$ cat config.mk
export PLATFORM = sky130hd
export DESIGN_NAME = dir_home_ctrl
export DESIGN_NICKNAME = d
export VERILOG_FILES = /design/src/rtl/dir_home_ctrl.sv
export SDC_FILE = /design/constraint.sdc
export NUM_CORES = 1
export LEC_CHECK = 0
export BUFFER_PORTS_ARGS = -buffer_cell sky130_fd_sc_hd__clkbuf_2
export CELL_PAD_IN_SITES_DETAIL_PLACEMENT = 1
export CELL_PAD_IN_SITES_GLOBAL_PLACEMENT = 1
export CORE_UTILIZATION = 46
export DETAILED_ROUTE_END_ITERATION = 7
export PLACE_DENSITY_LB_ADDON = 0.1
export SYNTH_ARGS = -nofsm -noshare
export SYNTH_HDL_FRONTEND = slang
export SYNTH_SLANG_ARGS = --single-unit
$ cat constraint.sdc
create_clock -name clk -period 7.85 [get_ports clk]
set_input_delay 1.9625 -clock clk [delete_from_list [all_inputs] [get_ports clk]]
set_output_delay 1.9625 -clock clk [all_outputs]
set_load 0.02 [all_outputs]
$ cat src/rtl/dir_home_ctrl.sv
module dir_home_ctrl #(
  parameter int NPROC = 4,
  parameter int NBLK  = 16,
  parameter int DW    = 32
) (
  input  logic                     clk,
  input  logic                     rst_n,
  input  logic                     req_valid,
  output logic                     req_ready,
  input  logic [1:0]               req_kind,
  input  logic [$clog2(NPROC)-1:0] req_proc,
  input  logic [$clog2(NBLK)-1:0]  req_addr,
  input  logic [DW-1:0]            req_data,
  output logic                     out_valid,
  input  logic                     out_ready,
  output logic [1:0]               out_kind,
  output logic [$clog2(NPROC)-1:0] out_dest,
  output logic [$clog2(NBLK)-1:0]  out_addr,
  output logic [DW-1:0]            out_data,
  input  logic                     rsp_valid,
  output logic                     rsp_ready,
  input  logic [DW-1:0]            rsp_data,
  output logic [$clog2(NBLK)-1:0]  mem_addr,
  input  logic [DW-1:0]            mem_rdata,
  output logic                     mem_we,
  output logic [DW-1:0]            mem_wdata
);
  localparam int PW = $clog2(NPROC);
  localparam int AW = $clog2(NBLK);

  localparam logic [1:0] RQ_RD = 2'd0, RQ_WR = 2'd1, RQ_WB = 2'd2;
  localparam logic [1:0] MS_INV = 2'd0, MS_FETCH = 2'd1, MS_FINV = 2'd2, MS_DATA = 2'd3;
  localparam logic [1:0] DS_UNC = 2'd0, DS_SHR = 2'd1, DS_EXC = 2'd2;

  typedef enum logic [2:0] {ST_IDLE, ST_INV, ST_FETCH, ST_WAIT, ST_REPLY} phase_t;

  phase_t            phase;
  logic [1:0]        dstate [NBLK];
  logic [NPROC-1:0]  dshare [NBLK];
  logic [PW-1:0]     who_q, owner_q;
  logic [AW-1:0]     blk_q;
  logic [NPROC-1:0]  pend_q;
  logic [DW-1:0]     held_q;
  logic              use_held_q, rd_q;
  logic [1:0]        fkind_q;

  function automatic logic [PW-1:0] low_idx(input logic [NPROC-1:0] v);
    logic [PW-1:0] r;
    r = '0;
    for (int i = NPROC - 1; i >= 0; i--)
      if (v[i]) r = PW'(i);
    return r;
  endfunction

  logic [1:0]       cur_st;
  logic [NPROC-1:0] cur_sh, me_bit, others, inv_bit;
  logic [PW-1:0]    cur_own, inv_dest;
  logic             take, wb_hit;

  assign cur_st   = dstate[req_addr];
  assign cur_sh   = dshare[req_addr];
  assign me_bit   = NPROC'(1) << req_proc;
  assign others   = cur_sh & ~me_bit;
  assign cur_own  = low_idx(cur_sh);
  assign inv_dest = low_idx(pend_q);
  assign inv_bit  = NPROC'(1) << inv_dest;
  assign take     = req_valid && req_ready;
  assign wb_hit   = (req_kind == RQ_WB) && (cur_st == DS_EXC) && (cur_sh == me_bit);

  assign req_ready = (phase == ST_IDLE);
  assign rsp_ready = (phase == ST_WAIT);
  assign out_valid = (phase == ST_INV) || (phase == ST_FETCH) || (phase == ST_REPLY);
  assign out_kind  = (phase == ST_INV) ? MS_INV : (phase == ST_FETCH) ? fkind_q : MS_DATA;
  assign out_dest  = (phase == ST_INV) ? inv_dest : (phase == ST_FETCH) ? owner_q : who_q;
  assign out_addr  = blk_q;
  assign out_data  = (phase != ST_REPLY) ? '0 : (use_held_q ? held_q : mem_rdata);
  assign mem_addr  = (phase == ST_IDLE) ? req_addr : blk_q;
  assign mem_we    = (take && wb_hit) || ((phase == ST_WAIT) && rsp_valid && rd_q);
  assign mem_wdata = (phase == ST_IDLE) ? req_data : rsp_data;

  always_ff @(posedge clk) begin
    if (!rst_n) begin
      phase      <= ST_IDLE;
      who_q      <= '0;
      owner_q    <= '0;
      blk_q      <= '0;
      pend_q     <= '0;
      held_q     <= '0;
      use_held_q <= 1'b0;
      rd_q       <= 1'b0;
      fkind_q    <= MS_FETCH;
      for (int b = 0; b < NBLK; b++) begin
        dstate[b] <= DS_UNC;
        dshare[b] <= '0;
      end
    end else begin
      case (phase)
        ST_IDLE: if (take) begin
          who_q      <= req_proc;
          blk_q      <= req_addr;
          owner_q    <= cur_own;
          use_held_q <= 1'b0;
          case (req_kind)
            RQ_RD: begin
              rd_q <= 1'b1;
              dstate[req_addr] <= DS_SHR;
              dshare[req_addr] <= (cur_st == DS_UNC) ? me_bit : (cur_sh | me_bit);
              if (cur_st == DS_EXC) begin
                fkind_q <= MS_FETCH;
                phase   <= ST_FETCH;
              end else begin
                phase   <= ST_REPLY;
              end
            end
            RQ_WR: begin
              rd_q <= 1'b0;
              dstate[req_addr] <= DS_EXC;
              dshare[req_addr] <= me_bit;
              if (cur_st == DS_EXC) begin
                fkind_q <= MS_FINV;
                phase   <= ST_FETCH;
              end else if (cur_st == DS_SHR && others != '0) begin
                pend_q <= others;
                phase  <= ST_INV;
              end else begin
                phase  <= ST_REPLY;
              end
            end
            RQ_WB: if (wb_hit) begin
              dstate[req_addr] <= DS_UNC;
              dshare[req_addr] <= '0;
            end
            default: ;
          endcase
        end
        ST_INV: if (out_ready) begin
          pend_q <= pend_q & ~inv_bit;
          if ((pend_q & ~inv_bit) == '0) phase <= ST_REPLY;
        end
        ST_FETCH: if (out_ready) phase <= ST_WAIT;
        ST_WAIT: if (rsp_valid) begin
          held_q     <= rsp_data;
          use_held_q <= 1'b1;
          phase      <= ST_REPLY;
        end
        ST_REPLY: if (out_ready) phase <= ST_IDLE;
        default: phase <= ST_IDLE;
      endcase
    end
  end

  assert_out_hold_R11: assert property (@(posedge clk) disable iff (!rst_n)
    (out_valid && !out_ready) |=> (out_valid && $stable(out_kind) && $stable(out_dest)
                                   && $stable(out_addr) && $stable(out_data)));

  assert_miss_blocks_R10: assert property (@(posedge clk) disable iff (!rst_n)
    (req_valid && req_ready && (req_kind == RQ_RD || req_kind == RQ_WR)) |=> !req_ready);

  assert_inv_ascending_R5: assert property (@(posedge clk) disable iff (!rst_n)
    (out_valid && out_ready && out_kind == MS_INV) |=>
      (!(out_valid && out_kind == MS_INV) || (out_dest > $past(out_dest))));

  assert_fetch_waits_R6: assert property (@(posedge clk) disable iff (!rst_n)
    (out_valid && out_ready && (out_kind == MS_FETCH || out_kind == MS_FINV)) |=>
      (!out_valid && !req_ready));

  assert_wb_silent_R8: assert property (@(posedge clk) disable iff (!rst_n)
    (req_valid && req_ready && req_kind == RQ_WB) |=> (req_ready && !out_valid));

  assert_reply_ends_R10: assert property (@(posedge clk) disable iff (!rst_n)
    (out_valid && out_ready && out_kind == MS_DATA) |=> (req_ready && !out_valid));
endmodule

==> flow_metrics.tcl, run 1 <==
set metrics [dict create \
    status "completed" \
    arrival_ns 5.19 \
    hold_buffers 0 \
    power.share.clock_pct 33.0 \
    period_needed_ns 7.15 \
    hold_violations 0 \
    fin_ws_ns 0.700 \
    slowest_stage "mux4_2" \
    first_iter_violations 395 \
    synthAdderAreaFrac_pct 1.34 \
    finalClockSkew_ns 0.00889 \
    ys_ff_latch 147 \
    max-vdd-ir-drop_mv 0.160 \
    fp.dieW_um 136 \
    area_delta_synth_final_pct 18.6 \
    syn_nets 861 \
    via_per_inst 5.65 \
    path_cells "clkbuf_2 > mux4_2 > mux4_2 > inv_1 > ha_1 > nor4_1 > nand2_1 > o31ai_1 > clkbuf_2" \
    ys_warn_count 0 \
    place_congestion 0.933 \
    grt_use_total_pct 27.0 \
    cts_resized 0 \
    worst_pin_slew_ns 1.18 \
    io_pins 189 \
    synthTopCellsByArea "edfxtp_1, dfxtp_1, mux4_2" \
    synth_simple_gate_area_share_pct 20.4 \
    hp-class "reg -> reg" \
    synth-xor-area-share_pct 0.107 \
    fp.dieArea_mm2 0.0184 \
    max_slew_margin_pct 21.4 \
    chipHeight_um 136 \
    num-nets-final 1017 \
    syn-cell-area_mm2 0.00821 \
    diodes 0 \
    root_buffer "clkbuf_16" \
    sequentialPowerShare_pct 39.6 \
    grt_pass1_vias 6574 \
    numCtsBuffers 17 \
    cp_max_fo 21 \
    synth_top_area_cell "edfxtp_1" \
    final_antenna_net_count 0 \
    cp-start-kind "input port" \
    required_ns 5.89 \
    p_leak_uw 0.00362 \
    power.share.combinational_pct 27.5 \
    ys_async_sr_fraction_pct 0 \
    grt_pass1_wl_mm 36.9 \
    max_freq_mhz 140 \
    netlist_top_cells_count "nand2_1, edfxtp_1, nor2_1" \
    synth_top_family_by_area "simple AND/OR/NAND/NOR gates" \
    ys.flop_type "edfxtp_1" \
    switching_power_uw 743 \
    fin_crit_sh_pct 91.1 \
    route.detailed.wl_per_inst_um 21.2 \
    drv_cap 0 \
    setup-violations-final 0 \
    tritoncts "yes" \
    slew_violations 0 \
    row_count 48 \
    seq_area_frac_synth_pct 47.6 \
    worstSetupEndpointType "output pin" \
    clk_latency_ns 0.42 \
    drt-total-wl_mm 24.1 \
    synth_edf_count 96 \
    netSwitchingFraction_pct 33.3 \
    power_uw 2230 \
    max_stage_delay_ns 0.65 \
    first_pass_iters 5 \
    tns_ns 0 \
    synthMuxAreaShare_pct 18.4 \
    antenna_found_initial 0 \
    p_per_area_mw_per_mm2 229 \
    r2r_slack_ns 3.41 \
    post_cts_buffers 0 \
    whs_ns 0.471 \
    port_buffers 188 \
    synth_top_area_share_pct 35.1 \
    place_hpwl_mm 18.1 \
    synth.distinct_cells 55 \
    cts_sinks 147 \
    fp.coreArea_mm2 0.0174 \
    yosysMostFrequentCell "nand2_1" \
    crit_type "in -> out" \
    via_count 6429 \
    dp_slack_ns 0.647 \
    avgSynthCellArea_um2 11.0 \
    drive_above_1_share_pct 38.0 \
    route.detailed.drc 0 \
    rsz0062_at_grt "false" \
    syn_inst 744 \
    h-tree-depth 4 \
    grt_max_degree 84 \
    start_util_pct 47.3 \
    clockBufferDepth 2 \
    p_int_uw 1490 \
    synth_compound_area_share_pct 7.97 \
    gr-total-overflow 0 \
    path_clk_slew_ns 0.06 \
]
-- power groups by stage --
stage / clock, uW / combinational, uW / sequential, uW
5_1_grt: 775 / 654 / 885
2_1_floorplan: 0 / 437 / 879
3_5_place_dp: 0 / 613 / 899
4_1_cts: 745 / 616 / 882
3_3_place_gp: 0 / 597 / 896
6_report: 736 / 612 / 882
-- sequential cells by signal, summed over array words and instances (netlist names) --
name        flops
fkind_q         2
who_q           2
rd_q            1
dshare         64
out_addr        4
phase           3
held_q         32
pend_q          4
owner_q         2
use_held_q      1
dstate         32
-- final timing paths --
path / from / endpoint / cells after the start
worst min register to register: held_q[8] / held_q[8] / 2
worst max register to register: dshare[15][1] / dstate[12][0] / 10
worst min-delay path: held_q[8] / held_q[8] / 2
worst max-delay path: req_addr[0] / mem_we / 9
-- area by class of cell --
| type | instances | area [um^2] |
|---|---|---|
| clock buffers | 18 | 429 |
| clock inverters | 14 | 105 |
| fillers | 1914 | 7620 |
| inverters | 6 | 22.5 |
| multi-input cells | 530 | 3970 |
| flip-flops and latches | 147 | 3910 |
| well taps | 225 | 282 |
| repair buffers | 198 | 1020 |
-- cell usage in the layout (no fill, tap or decap), types with 13 or more instances in the layout --
master and instances:
mux2_2 38, mux4_2 22, nor2_1 80, dfxtp_1 50
clkbuf_16 17, a21oi_1 13, clkbuf_2 188, nor3_2 40
a21boi_0 40, nand2_1 109, nor3_1 34, mux2i_1 34
edfxtp_1 96, o21ai_0 24
-- critical path: cells and delay by family --
kind                     cells  cell delay (ns)
multiplexers                 2             1.20
adder cells (fa/ha/maj)      1             0.22
buffers and inverters        3             0.88
AND/OR/NAND/NOR              2             0.66
AO/OA/AOI/OAI                1             0.26
-- cells by family after synthesis --
logic type	after synthesis
and+or+nand+nor	318
buffers and inverters	67
muxes	106
adders and majority gates	9
DFF	147
AOI/OAI and AO/OA	96
xor gates and xnor gates	1
-- layer usage --
layer  track usage (%)  wire length (um)
met2              48.2             12400
met5                 0                 0
met1              31.7              9590
met3              4.86              1330
met4              10.9               703
-- stage by stage --
step / area, um^2 / instances / utilization, %
floorplan: 8210 / 744 / -
global placement: 9200 / 1106 / 53.0
detailed placement: 9200 / 1106 / 53.0
CTS: 9730 / 1138 / 56.1
global route: 9730 / 1138 / 56.1
finish: 9730 / 1138 / 56.1
Power figures use the tool's default switching activity.
==> run 2, diff against run 1 <==
--- a/config.mk
+++ b/config.mk
@@ -6,9 +6,9 @@
 export NUM_CORES = 1
 export LEC_CHECK = 0
 export BUFFER_PORTS_ARGS = -buffer_cell sky130_fd_sc_hd__clkbuf_2
-export CELL_PAD_IN_SITES_DETAIL_PLACEMENT = 1
-export CELL_PAD_IN_SITES_GLOBAL_PLACEMENT = 1
-export CORE_UTILIZATION = 46
+export CELL_PAD_IN_SITES_DETAIL_PLACEMENT = 0
+export CELL_PAD_IN_SITES_GLOBAL_PLACEMENT = 2
+export CORE_UTILIZATION = 37
 export DETAILED_ROUTE_END_ITERATION = 7
 export PLACE_DENSITY_LB_ADDON = 0.1
 export SYNTH_ARGS = -nofsm -noshare
==> run 2 against run 1 <==
Clock power up 7.5%; largest cell class unchanged; critical path type unchanged; worst hold slack worse by 0.0053 ns; power up 2.6%; clock skew up 0.0045 ns; largest power group unchanged; register-to-register slack about the same.
==> flow_metrics.tcl, run 2 (synthesis gave the netlist of run 1 again) <==
set metrics [dict create \
    tns_ns 0 \
    antenna_found_initial 0 \
    grt_max_degree 67 \
    final_antenna_net_count 0 \
    layout_common_cells "clkbuf_2, nand2_1, edfxtp_1, nor2_1, dfxtp_1" \
    layoutNonFillerInstCount 1192 \
    crit_type "in -> out" \
    setup-violations-final 0 \
    cts_resized 0 \
    largest_reg_flops 64 \
    max_slew_margin_pct 21.0 \
    root_buffer "clkbuf_16" \
    tritoncts "yes" \
    rsz0062_at_grt "false" \
    cp_max_fo 22 \
    grt_use_total_pct 21.8 \
    hold_violations 0 \
    route.detailed.wl_per_inst_um 20.4 \
    hold_buffers 0 \
    fp.dieArea_mm2 0.0228 \
    final_common_cell "clkbuf_2" \
    start_util_pct 37.7 \
    place_hpwl_mm 18.5 \
    post_cts_buffers 0 \
    clk_latency_ns 0.43 \
    num-nets-final 1016 \
    largest-register "dshare" \
    fp.coreArea_mm2 0.0218 \
    io_pins 189 \
    cp-start-kind "input port" \
    fp.dieW_um 151 \
    route.detailed.drc 0 \
    area_delta_synth_final_pct 19.8 \
    first_iter_violations 263 \
    place_congestion 0.885 \
    numCtsBuffers 17 \
    status "completed" \
    worstSetupEndpointType "output pin" \
    first_pass_iters 5 \
    period_needed_ns 7.12 \
    drive_above_1_share_pct 38.2 \
    path_cells "clkbuf_2 > mux4_2 > mux4_2 > inv_1 > ha_1 > nor4_1 > nand2_1 > o31ai_1 > clkbuf_2" \
    slew_violations 0 \
    gr-total-overflow 0 \
    hp-class "reg -> reg" \
    cts_sinks 147 \
    p_leak_uw 0.00364 \
    row_count 54 \
    port_buffers 188 \
    path_clk_slew_ns 0.06 \
    slowest_stage "mux4_2" \
    via_per_inst 5.32 \
    fin_crit_sh_pct 90.6 \
    diodes 0 \
    largest_registers "dshare (64), dstate (32), held_q (32)" \
    grt_pass1_vias 6293 \
    max_stage_delay_ns 0.59 \
    finalClockSkew_ns 0.0134 \
    worst_pin_slew_ns 1.18 \
    p_per_area_mw_per_mm2 233 \
    via_count 6337 \
    max-vdd-ir-drop_mv 0.162 \
    max_freq_mhz 141 \
    drv_cap 0 \
    h-tree-depth 4 \
    chipHeight_um 151 \
    drt-total-wl_mm 24.3 \
    arrival_ns 5.15 \
    required_ns 5.89 \
    place_inst 1160 \
    grt_pass1_wl_mm 36.2 \
    clockBufferDepth 2 \
]
==> run 2: worst paths after layout <==
check,slack [ns],start,end,cells past startpoint
setup / recovery,0.73,req_addr[0],mem_we,9
hold / removal,0.47,held_q[12],held_q[12],2
setup reg to reg,3.40,dshare[7][1],dstate[14][0],10
hold reg to reg,0.47,held_q[12],held_q[12],2
==> run 2: worst max-delay path: cells and delay by family <==
| kind | cells | cell delay [ns] |
|---|---|---|
| buf+inv | 3 | 0.85 |
| fa+ha+maj | 1 | 0.22 |
| mux | 2 | 1.14 |
| simple gates | 2 | 0.68 |
| compound gates | 1 | 0.28 |
==> run 2: layout make-up <==
| cell class | count | area [um^2] |
|---|---|---|
| timing repair buffer | 197 | 1010 |
| inverter | 6 | 22.5 |
| multi-input combinational | 530 | 3970 |
| clock inverter | 15 | 146 |
| tap | 280 | 350 |
| fill | 2062 | 11900 |
| clock buffer | 17 | 425 |
| sequential | 147 | 3910 |
==> run 2: power by group <==
part | switching [uW] | leakage (uW) | total [uW] | internal (uW)
sequential | 28.2 | 0.00141 | 881 | 853
combinational | 384 | 0.00196 | 615 | 230
clock | 346 | 0.000282 | 791 | 445
total | 759 | 0.00364 | 2290 | 1530
==> run 2: layer usage <==
layer | global-route usage, % | part of all wire [%] | vias up
met2 | 39.4 | 51 | 256
met1 | 25.3 | 40 | 3012
met5 | 0 | 0 | -
met4 | 8.65 | 3.2 | 0
met3 | 4.10 | 5.9 | 47
li1 | - | - | 3022
==> run 2: through the flow <==
stage / utilization, % / hold WS (ns) / worst slack, ns / instance area (um^2) / total power [uW]
5_1_grt: 45.2 / 0.488 / 0.539 / 9830 / 2390
3_3_place_gp: 42.6 / 0.454 / 0.823 / 9260 / 1520
6_report: 45.2 / 0.466 / 0.735 / 9830 / 2290
2_1_floorplan: - / 0.443 / 0.947 / 8210 / 1320
4_1_cts: 45.2 / 0.469 / 0.772 / 9830 / 2310
3_5_place_dp: 42.6 / 0.460 / 0.776 / 9260 / 1520
